===== config.mk =====
export PLATFORM = sky130hd
export DESIGN_NAME = embedded_word_aligner
export DESIGN_NICKNAME = d
export VERILOG_FILES = /design/src/rtl/aligner_pkg.sv /design/src/rtl/bit_framer.sv /design/src/rtl/boundary_tracker.sv /design/src/rtl/lock_ctrl.sv /design/src/rtl/word_stage.sv /design/src/rtl/embedded_word_aligner.sv
export SDC_FILE = /design/constraint.sdc
export NUM_CORES = 1
export LEC_CHECK = 0
export ABC_AREA = 1
export BUFFER_PORTS_ARGS = -buffer_cell sky130_fd_sc_hd__buf_2
export CORE_MARGIN = 5
export CORE_UTILIZATION = 48
export DETAILED_ROUTE_END_ITERATION = 8
export GPL_TIMING_DRIVEN = 0
export HOLD_SLACK_MARGIN = 0.15
export PLACE_DENSITY_LB_ADDON = 0.12
export RECOVER_POWER = 50
export SKIP_LAST_GASP = 1
export SLEW_MARGIN = 40
export SYNTH_ARGS = -nofsm -noshare
export SYNTH_HDL_FRONTEND = slang
export SYNTH_HIERARCHICAL = 1
export SYNTH_SLANG_ARGS = --single-unit

===== constraint.sdc =====
create_clock -name clk -period 11.5 [get_ports clk]
set_input_delay 1.15 -clock clk [delete_from_list [all_inputs] [get_ports clk]]
set_output_delay 1.15 -clock clk [all_outputs]
set_load 0.005 [all_outputs]

===== src/rtl/aligner_pkg.sv =====
package aligner_pkg;

    // Search / locked state of the aligner
    typedef enum logic {
        ST_SEARCH = 1'b0,
        ST_LOCKED = 1'b1
    } align_state_e;

    // One serial bit event as seen by the downstream logic
    typedef struct packed {
        logic take;   // bit accepted this cycle
        logic bit_v;  // the accepted bit value
        logic hit;    // 0 before, 1 now: candidate boundary
    } bit_evt_t;

    // Index of the highest set bit of a vector (one-hot to binary)
    function automatic int unsigned onehot_index(input logic [31:0] v);
        int unsigned r;
        r = 0;
        for (int i = 0; i < 32; i++) begin
            if (v[i]) r = i;
        end
        return r;
    endfunction

endpackage


===== src/rtl/bit_framer.sv =====
module bit_framer
    import aligner_pkg::*;
#(
    parameter int FRAME_W = 12,
    parameter int PH_W    = 4
) (
    input  logic               clk,
    input  logic               rst,
    input  logic               pwr_ok,
    input  logic               bit_en,
    input  logic               bit_in,
    output logic [PH_W-1:0]    phase_o,
    output logic [FRAME_W-1:0] hist_o,
    output bit_evt_t           evt_o
);
    localparam logic [PH_W-1:0] LAST_PH = PH_W'(FRAME_W - 1);

    logic [PH_W-1:0]    phase_q;
    logic [FRAME_W-1:0] hist_q;

    always_ff @(posedge clk) begin
        if (rst || !pwr_ok) begin
            phase_q <= '0;
            hist_q  <= '0;
        end else if (bit_en) begin
            phase_q <= (phase_q == LAST_PH) ? '0 : phase_q + 1'b1;
            hist_q  <= {hist_q[FRAME_W-2:0], bit_in};
        end
    end

    always_comb begin
        evt_o.take  = bit_en && pwr_ok;
        evt_o.bit_v = bit_in;
        evt_o.hit   = bit_in && !hist_q[0];
    end

    assign phase_o = phase_q;
    assign hist_o  = hist_q;

    p_phase_wrap_r1: assert property (@(posedge clk) disable iff (rst)
        (pwr_ok && bit_en && phase_q == LAST_PH) |=> (phase_q == '0));

    p_idle_holds_r1: assert property (@(posedge clk) disable iff (rst)
        (pwr_ok && !bit_en) |=> $stable(phase_q));

endmodule


===== src/rtl/boundary_tracker.sv =====
module boundary_tracker
    import aligner_pkg::*;
#(
    parameter int FRAME_W  = 12,
    parameter int PH_W     = 4,
    parameter int LOCK_LIM = 4
) (
    input  logic            clk,
    input  logic            rst,
    input  logic            clr,
    input  logic            upd,
    input  logic [PH_W-1:0] phase,
    input  logic            hit,
    output logic            cand_unique,
    output logic [PH_W-1:0] cand_pos
);
    localparam int CNT_W = $clog2(LOCK_LIM + 1);
    localparam logic [CNT_W-1:0] CNT_MAX = CNT_W'(LOCK_LIM);

    logic [CNT_W-1:0]   cnt_q [FRAME_W];
    logic [CNT_W-1:0]   cnt_d [FRAME_W];
    logic [FRAME_W-1:0] full;

    for (genvar g = 0; g < FRAME_W; g++) begin : g_pos
        always_comb begin
            cnt_d[g] = cnt_q[g];
            if (upd && phase == PH_W'(g)) begin
                if (!hit)                 cnt_d[g] = '0;
                else if (cnt_q[g] != CNT_MAX) cnt_d[g] = cnt_q[g] + 1'b1;
            end
        end

        always_ff @(posedge clk) begin
            if (rst || clr) cnt_q[g] <= '0;
            else            cnt_q[g] <= cnt_d[g];
        end

        assign full[g] = (cnt_d[g] == CNT_MAX);

        p_miss_clears_r2: assert property (@(posedge clk) disable iff (rst)
            (upd && !clr && phase == PH_W'(g) && !hit) |=> (cnt_q[g] == '0));
    end

    assign cand_unique = ($countones(full) == 1);
    assign cand_pos    = PH_W'(onehot_index(32'(full)));

endmodule


===== src/rtl/lock_ctrl.sv =====
module lock_ctrl
    import aligner_pkg::*;
#(
    parameter int FRAME_W  = 12,
    parameter int PH_W     = 4,
    parameter int MISS_LIM = 4
) (
    input  logic            clk,
    input  logic            rst,
    input  logic            pwr_ok,
    input  bit_evt_t        evt,
    input  logic [PH_W-1:0] phase,
    input  logic            cand_unique,
    input  logic [PH_W-1:0] cand_pos,
    output logic            locked,
    output logic            emit,
    output logic            drop
);
    localparam logic [PH_W-1:0] LAST_PH = PH_W'(FRAME_W - 1);
    localparam int MISS_W = (MISS_LIM > 1) ? $clog2(MISS_LIM) : 1;
    localparam logic [MISS_W-1:0] MISS_TOP = MISS_W'(MISS_LIM - 1);

    align_state_e      state_q;
    logic [PH_W-1:0]   lock_pos_q;
    logic [MISS_W-1:0] miss_q;
    logic              at_pos;

    assign locked = (state_q == ST_LOCKED);
    assign at_pos = (phase == lock_pos_q);
    assign emit   = evt.take && locked && at_pos && evt.hit;
    assign drop   = evt.take && locked && at_pos && !evt.hit && (miss_q == MISS_TOP);

    always_ff @(posedge clk) begin
        if (rst || !pwr_ok) begin
            state_q    <= ST_SEARCH;
            lock_pos_q <= '0;
            miss_q     <= '0;
        end else if (evt.take) begin
            unique case (state_q)
                ST_SEARCH: begin
                    if (phase == LAST_PH && cand_unique) begin
                        state_q    <= ST_LOCKED;
                        lock_pos_q <= cand_pos;
                        miss_q     <= '0;
                    end
                end
                ST_LOCKED: begin
                    if (at_pos) begin
                        if (evt.hit) begin
                            miss_q <= '0;
                        end else if (drop) begin
                            state_q <= ST_SEARCH;
                            miss_q  <= '0;
                        end else begin
                            miss_q <= miss_q + 1'b1;
                        end
                    end
                end
                default: state_q <= ST_SEARCH;
            endcase
        end
    end

    p_no_lock_ambiguous_r3: assert property (@(posedge clk) disable iff (rst)
        (!locked && evt.take && phase == LAST_PH && !cand_unique) |=> !locked);

    p_hold_on_hit_r5: assert property (@(posedge clk) disable iff (rst)
        (pwr_ok && locked && evt.take && at_pos && evt.hit) |=> locked);

    p_drop_on_misses_r6: assert property (@(posedge clk) disable iff (rst)
        (locked && evt.take && at_pos && !evt.hit && miss_q == MISS_TOP) |=> !locked);

endmodule


===== src/rtl/word_stage.sv =====
module word_stage #(
    parameter int DATA_W  = 10,
    parameter int FRAME_W = 12
) (
    input  logic               clk,
    input  logic               rst,
    input  logic               pwr_ok,
    input  logic               emit,
    input  logic [FRAME_W-1:0] hist,
    input  logic               locked,
    input  logic               rx_oe,
    output logic [DATA_W-1:0]  word_out,
    output logic               word_stb,
    output logic               out_en
);
    logic [DATA_W-1:0] word_d;
    logic [DATA_W-1:0] word_q;
    logic              stb_q;

    // hist[0] is the stop bit, hist[DATA_W] is D0 of the frame just ended
    for (genvar i = 0; i < DATA_W; i++) begin : g_bit
        assign word_d[i] = hist[DATA_W - i];
    end

    always_ff @(posedge clk) begin
        if (rst || !pwr_ok) begin
            word_q <= '0;
            stb_q  <= 1'b0;
        end else begin
            stb_q <= emit;
            if (emit) word_q <= word_d;
        end
    end

    assign out_en   = locked && rx_oe && pwr_ok;
    assign word_out = out_en ? word_q : '0;
    assign word_stb = out_en && stb_q;

    p_stb_single_r4: assert property (@(posedge clk) disable iff (rst)
        stb_q |=> !stb_q);

    p_word_hold_r4: assert property (@(posedge clk) disable iff (rst)
        (pwr_ok && !emit) |=> $stable(word_q));

endmodule


===== src/rtl/embedded_word_aligner.sv =====
module embedded_word_aligner
    import aligner_pkg::*;
#(
    parameter int DATA_W   = 10,
    parameter int LOCK_LIM = 4,
    parameter int MISS_LIM = 4
) (
    input  logic              clk,
    input  logic              rst,
    input  logic              bit_in,
    input  logic              bit_en,
    input  logic              rx_oe,
    input  logic              pwr_dn_n,
    output logic [DATA_W-1:0] word_out,
    output logic              word_stb,
    output logic              lock_n,
    output logic              out_en
);
    localparam int FRAME_W = DATA_W + 2;
    localparam int PH_W    = $clog2(FRAME_W);

    logic               pwr_ok;
    logic [PH_W-1:0]    phase;
    logic [FRAME_W-1:0] hist;
    bit_evt_t           evt;
    logic               cand_unique;
    logic [PH_W-1:0]    cand_pos;
    logic               locked;
    logic               emit;
    logic               drop;

    assign pwr_ok = pwr_dn_n;

    bit_framer #(.FRAME_W(FRAME_W), .PH_W(PH_W)) u_framer (
        .clk(clk), .rst(rst), .pwr_ok(pwr_ok), .bit_en(bit_en), .bit_in(bit_in),
        .phase_o(phase), .hist_o(hist), .evt_o(evt)
    );

    boundary_tracker #(.FRAME_W(FRAME_W), .PH_W(PH_W), .LOCK_LIM(LOCK_LIM)) u_tracker (
        .clk(clk), .rst(rst), .clr(!pwr_ok || drop), .upd(evt.take && !locked),
        .phase(phase), .hit(evt.hit), .cand_unique(cand_unique), .cand_pos(cand_pos)
    );

    lock_ctrl #(.FRAME_W(FRAME_W), .PH_W(PH_W), .MISS_LIM(MISS_LIM)) u_lock (
        .clk(clk), .rst(rst), .pwr_ok(pwr_ok), .evt(evt), .phase(phase),
        .cand_unique(cand_unique), .cand_pos(cand_pos),
        .locked(locked), .emit(emit), .drop(drop)
    );

    word_stage #(.DATA_W(DATA_W), .FRAME_W(FRAME_W)) u_word (
        .clk(clk), .rst(rst), .pwr_ok(pwr_ok), .emit(emit), .hist(hist),
        .locked(locked), .rx_oe(rx_oe),
        .word_out(word_out), .word_stb(word_stb), .out_en(out_en)
    );

    assign lock_n = !locked;

    p_pwrdn_clears_r10: assert property (@(posedge clk) disable iff (rst)
        !pwr_dn_n |=> (lock_n && !out_en && !word_stb));

    p_stb_only_enabled_r8: assert property (@(posedge clk) disable iff (rst)
        (!rx_oe || lock_n) |-> (!word_stb && word_out == '0));

endmodule


==> results.py <==
metrics = {
    "finish": {
        "stdcell_count": 764,
        "synthToLayoutAreaGrowth_pct": 9.10,
        "nFillCells": 914,
        "diodes": 0,
        "fin_nets": 691,
        "drive_above_1_share_pct": 13.3,
        "multiInputGateArea_um2": 2440,
        "post-route-util_pct": 52.7,
        "fin_area_um2": 4800,
        "seq_area_um2": 1380,
    },
    "global_route": {
        "antenna_found_initial": 0,
        "gr-total-overflow": 0,
        "grt_use_total_pct": 17.3,
        "grt_pass1_wl_um": 16000,
        "grt_pass1_vias": 3617,
        "grt_max_degree": 14,
    },
    "synthesis": {
        "syn_area_per_cell_um2": 7.10,
        "synth_nets": 663,
        "syn_inst": 620,
        "syn-cell-area_um2": 4400,
        "ys_warn_count": 6,
    },
    "clock_tree": {
        "hold_buffers": 0,
        "clock_path_buffers": 2,
        "insertion_delay_ns": 0.35,
        "cts_tree": "built",
        "post_cts_resize_count": 0,
        "clkSinkCount": 69,
        "cts_setup_buffers": 0,
        "cts_root_buf": "clkbuf_8",
        "cts.clk_slew.worst_paths_ns": 0.08,
        "cts_made_buffers": 9,
        "cts_max_level": 3,
    },
    "route": {
        "drtIter0Drc": 164,
        "vias": 3749,
        "drcViolationCount": 0,
        "routed_wl_um": 9000,
        "ant_nets": 0,
        "viasPerCell": 4.91,
        "routedWlPerCell_um": 11.8,
        "firstDrtPassIters": 4,
    },
    "setup_path": {
        "ff2ff_path_depth": 23,
        "crit_fanout": 10,
        "critPathArrivalTime_ns": 7.35,
        "required_ns": 11.73,
        "critical_path_class": "input port to flip-flop",
        "reg2reg_from": "u_lock/locked$_SDFFE_PP0P_",
        "start_kind": "input port",
        "worst_r2r_endpoint": "u_lock/lock_pos_q[1]$_SDFFE_PP0P_",
        "cp-end-kind": "flip-flop",
        "worst-r2r-setup-slack_ns": 5.19,
    },
    "placed_design": {
        "dp_cells": 748,
        "post-place-ws_ns": 4.30,
        "globalplace.congestion": 0.808,
        "port-buffer-count": 17,
        "placed_cell_area_um2": 4620,
        "place_hpwl_um": 6920,
    },
    "floorplan": {
        "start_util_pct": 48.3,
        "dieArea_um2": 11200,
        "core_um2": 9110,
        "fp.dieH_um": 106,
        "io_pins": 19,
        "num_rows": 35,
        "chipWidth_um": 106,
    },
    "pwr": {
        "leakage_nw": 2.06,
        "switchingPower_mw": 0.120,
        "switching_share_pct": 23.3,
        "total_power_mw": 0.513,
        "share_comb_of_total_power_pct": 4.7,
        "pwr-share-clk_pct": 48.0,
        "powerDensity_nw_per_um2": 107,
        "p_int_mw": 0.394,
        "pwr-share-seq_pct": 47.3,
        "vdd_ir_drop_max_mv": 0.0594,
    },
    "timing": {
        "period_needed_ns": 7.12,
        "holdWs_ns": 0.462,
        "worst_slew_margin_rel_pct": 32.2,
        "rsz0062_at_grt": "no",
        "drv_slew": 0,
        "postLayoutSetupSlackWorst_ns": 4.38,
        "min_period_over_period_pct": 61.9,
        "setup_viol": 0,
        "tightest_slew_ns": 0.991,
        "skew_ns": 0.00866,
        "hold_viol": 0,
        "final.setup.tns_ns": 0,
        "fmax_mhz": 141,
    },
    "min_path": {
        "hold_path.startpoint": "u_word/word_q[6]$_SDFFE_PP0P_",
        "min_to": "u_word/word_q[6]$_SDFFE_PP0P_",
        "hold_class": "flip-flop to flip-flop",
        "hold_depth": 2,
    },
    "job": {
        "cap_viol_max_count": 0,
    },
    "run_status": {
        "status": "finished, final reports clean",
    },
}
[cells in the final DEF (no fill, tap or decap), drive strengths merged]
cell type,count
nand3,35
or2,2
and3,1
o211a,2
dfxtp,69
ha,30
a21oi,22
clkbuf,24
a211o,1
a2111oi,1
nand4,3
clkinv,4
o22ai,1
inv,109
nor4,1
nor3b,1
buf,17
fa,7
nor2,116
xor2,8
a211oi,4
o211ai,5
o21ai,31
o21a,1
nand3b,1
xnor2,1
nand2,138
a22oi,3
a31oi,6
bufinv,3
nor3,6
[worst max-delay path by stage]
| stage | start | end | slack, ns | cells past startpoint |
|---|---|---|---|---|
| detailed placement | bit_en | u_lock/lock_pos_q[1]$_SDFFE_PP0P_ | 4.30 | 27 |
| finish | bit_en | u_lock/lock_pos_q[1]$_SDFFE_PP0P_ | 4.38 | 28 |
| floorplan | bit_en | u_lock/lock_pos_q[2]$_SDFFE_PP0P_ | 5.30 | 28 |
| global route | pwr_dn_n | u_lock/lock_pos_q[1]$_SDFFE_PP0P_ | 4.14 | 27 |
| CTS | bit_en | u_lock/lock_pos_q[1]$_SDFFE_PP0P_ | 4.66 | 27 |
| global placement | bit_en | u_lock/lock_pos_q[1]$_SDFFE_PP0P_ | 4.38 | 28 |
[per-layer routing]
metal,vias up,GRT usage [%],wire length (um)
met1,1700,20.7,4220
met2,46,29.8,4220
li1,1988,-,-
met3,15,3.25,336
met5,-,0,0
met4,0,8.33,221
[critical path, cell delays in order]
cell and delay [ns]:
buf_6 0.12, buf_6 0.14, nand2_1 0.05, inv_1 0.10, inv_1 0.05, nor2_1 0.39
nand3_2 0.22, nor2_1 0.28, inv_1 0.10, a21oi_1 0.16, xor2_1 0.21, nand3_1 0.12
fa_1 0.52, fa_1 0.45, fa_1 0.52, fa_1 0.42, inv_1 0.07, ha_1 0.16
inv_1 0.06, fa_1 0.38, nor2_1 0.10, nand2_1 0.05, a2111oi_0 0.85, and3_1 0.27
nand2_1 0.09, buf_6 0.16, nor2_1 0.12, a211oi_2 0.04
[power by group through the flow]
stage	clock [mW]	combinational [mW]	sequential (mW)
4_1_cts	0.253	0.0255	0.243
2_1_floorplan	0	0.0186	0.248
3_5_place_dp	0	0.0252	0.249
5_1_grt	0.264	0.0271	0.243
3_3_place_gp	0	0.0247	0.249
6_report	0.247	0.0240	0.243
[area by class of cell]
cell class / count / share of cell area [%]
buffer: 15 / 2.16
clock buffer: 9 / 2.58
timing repair buffer: 17 / 1.62
clock inverter: 7 / 2.53
inverter: 109 / 8.52
tap: 111 / 2.89
sequential: 69 / 28.8
multi-input combinational: 427 / 50.9
[sequential cells by signal, summed over array words and instances (netlist names)]
| register | cells |
|---|---|
| u_word/word_q | 10 |
| u_lock/locked | 1 |
| u_framer/phase_o | 4 |
| u_lock/lock_pos_q | 4 |
| u_framer/hist_o | 11 |
| u_word/stb_q | 1 |
| u_tracker/cnt_q | 36 |
| u_lock/miss_q | 2 |
Note: power is estimated with default switching activity, not from simulation.
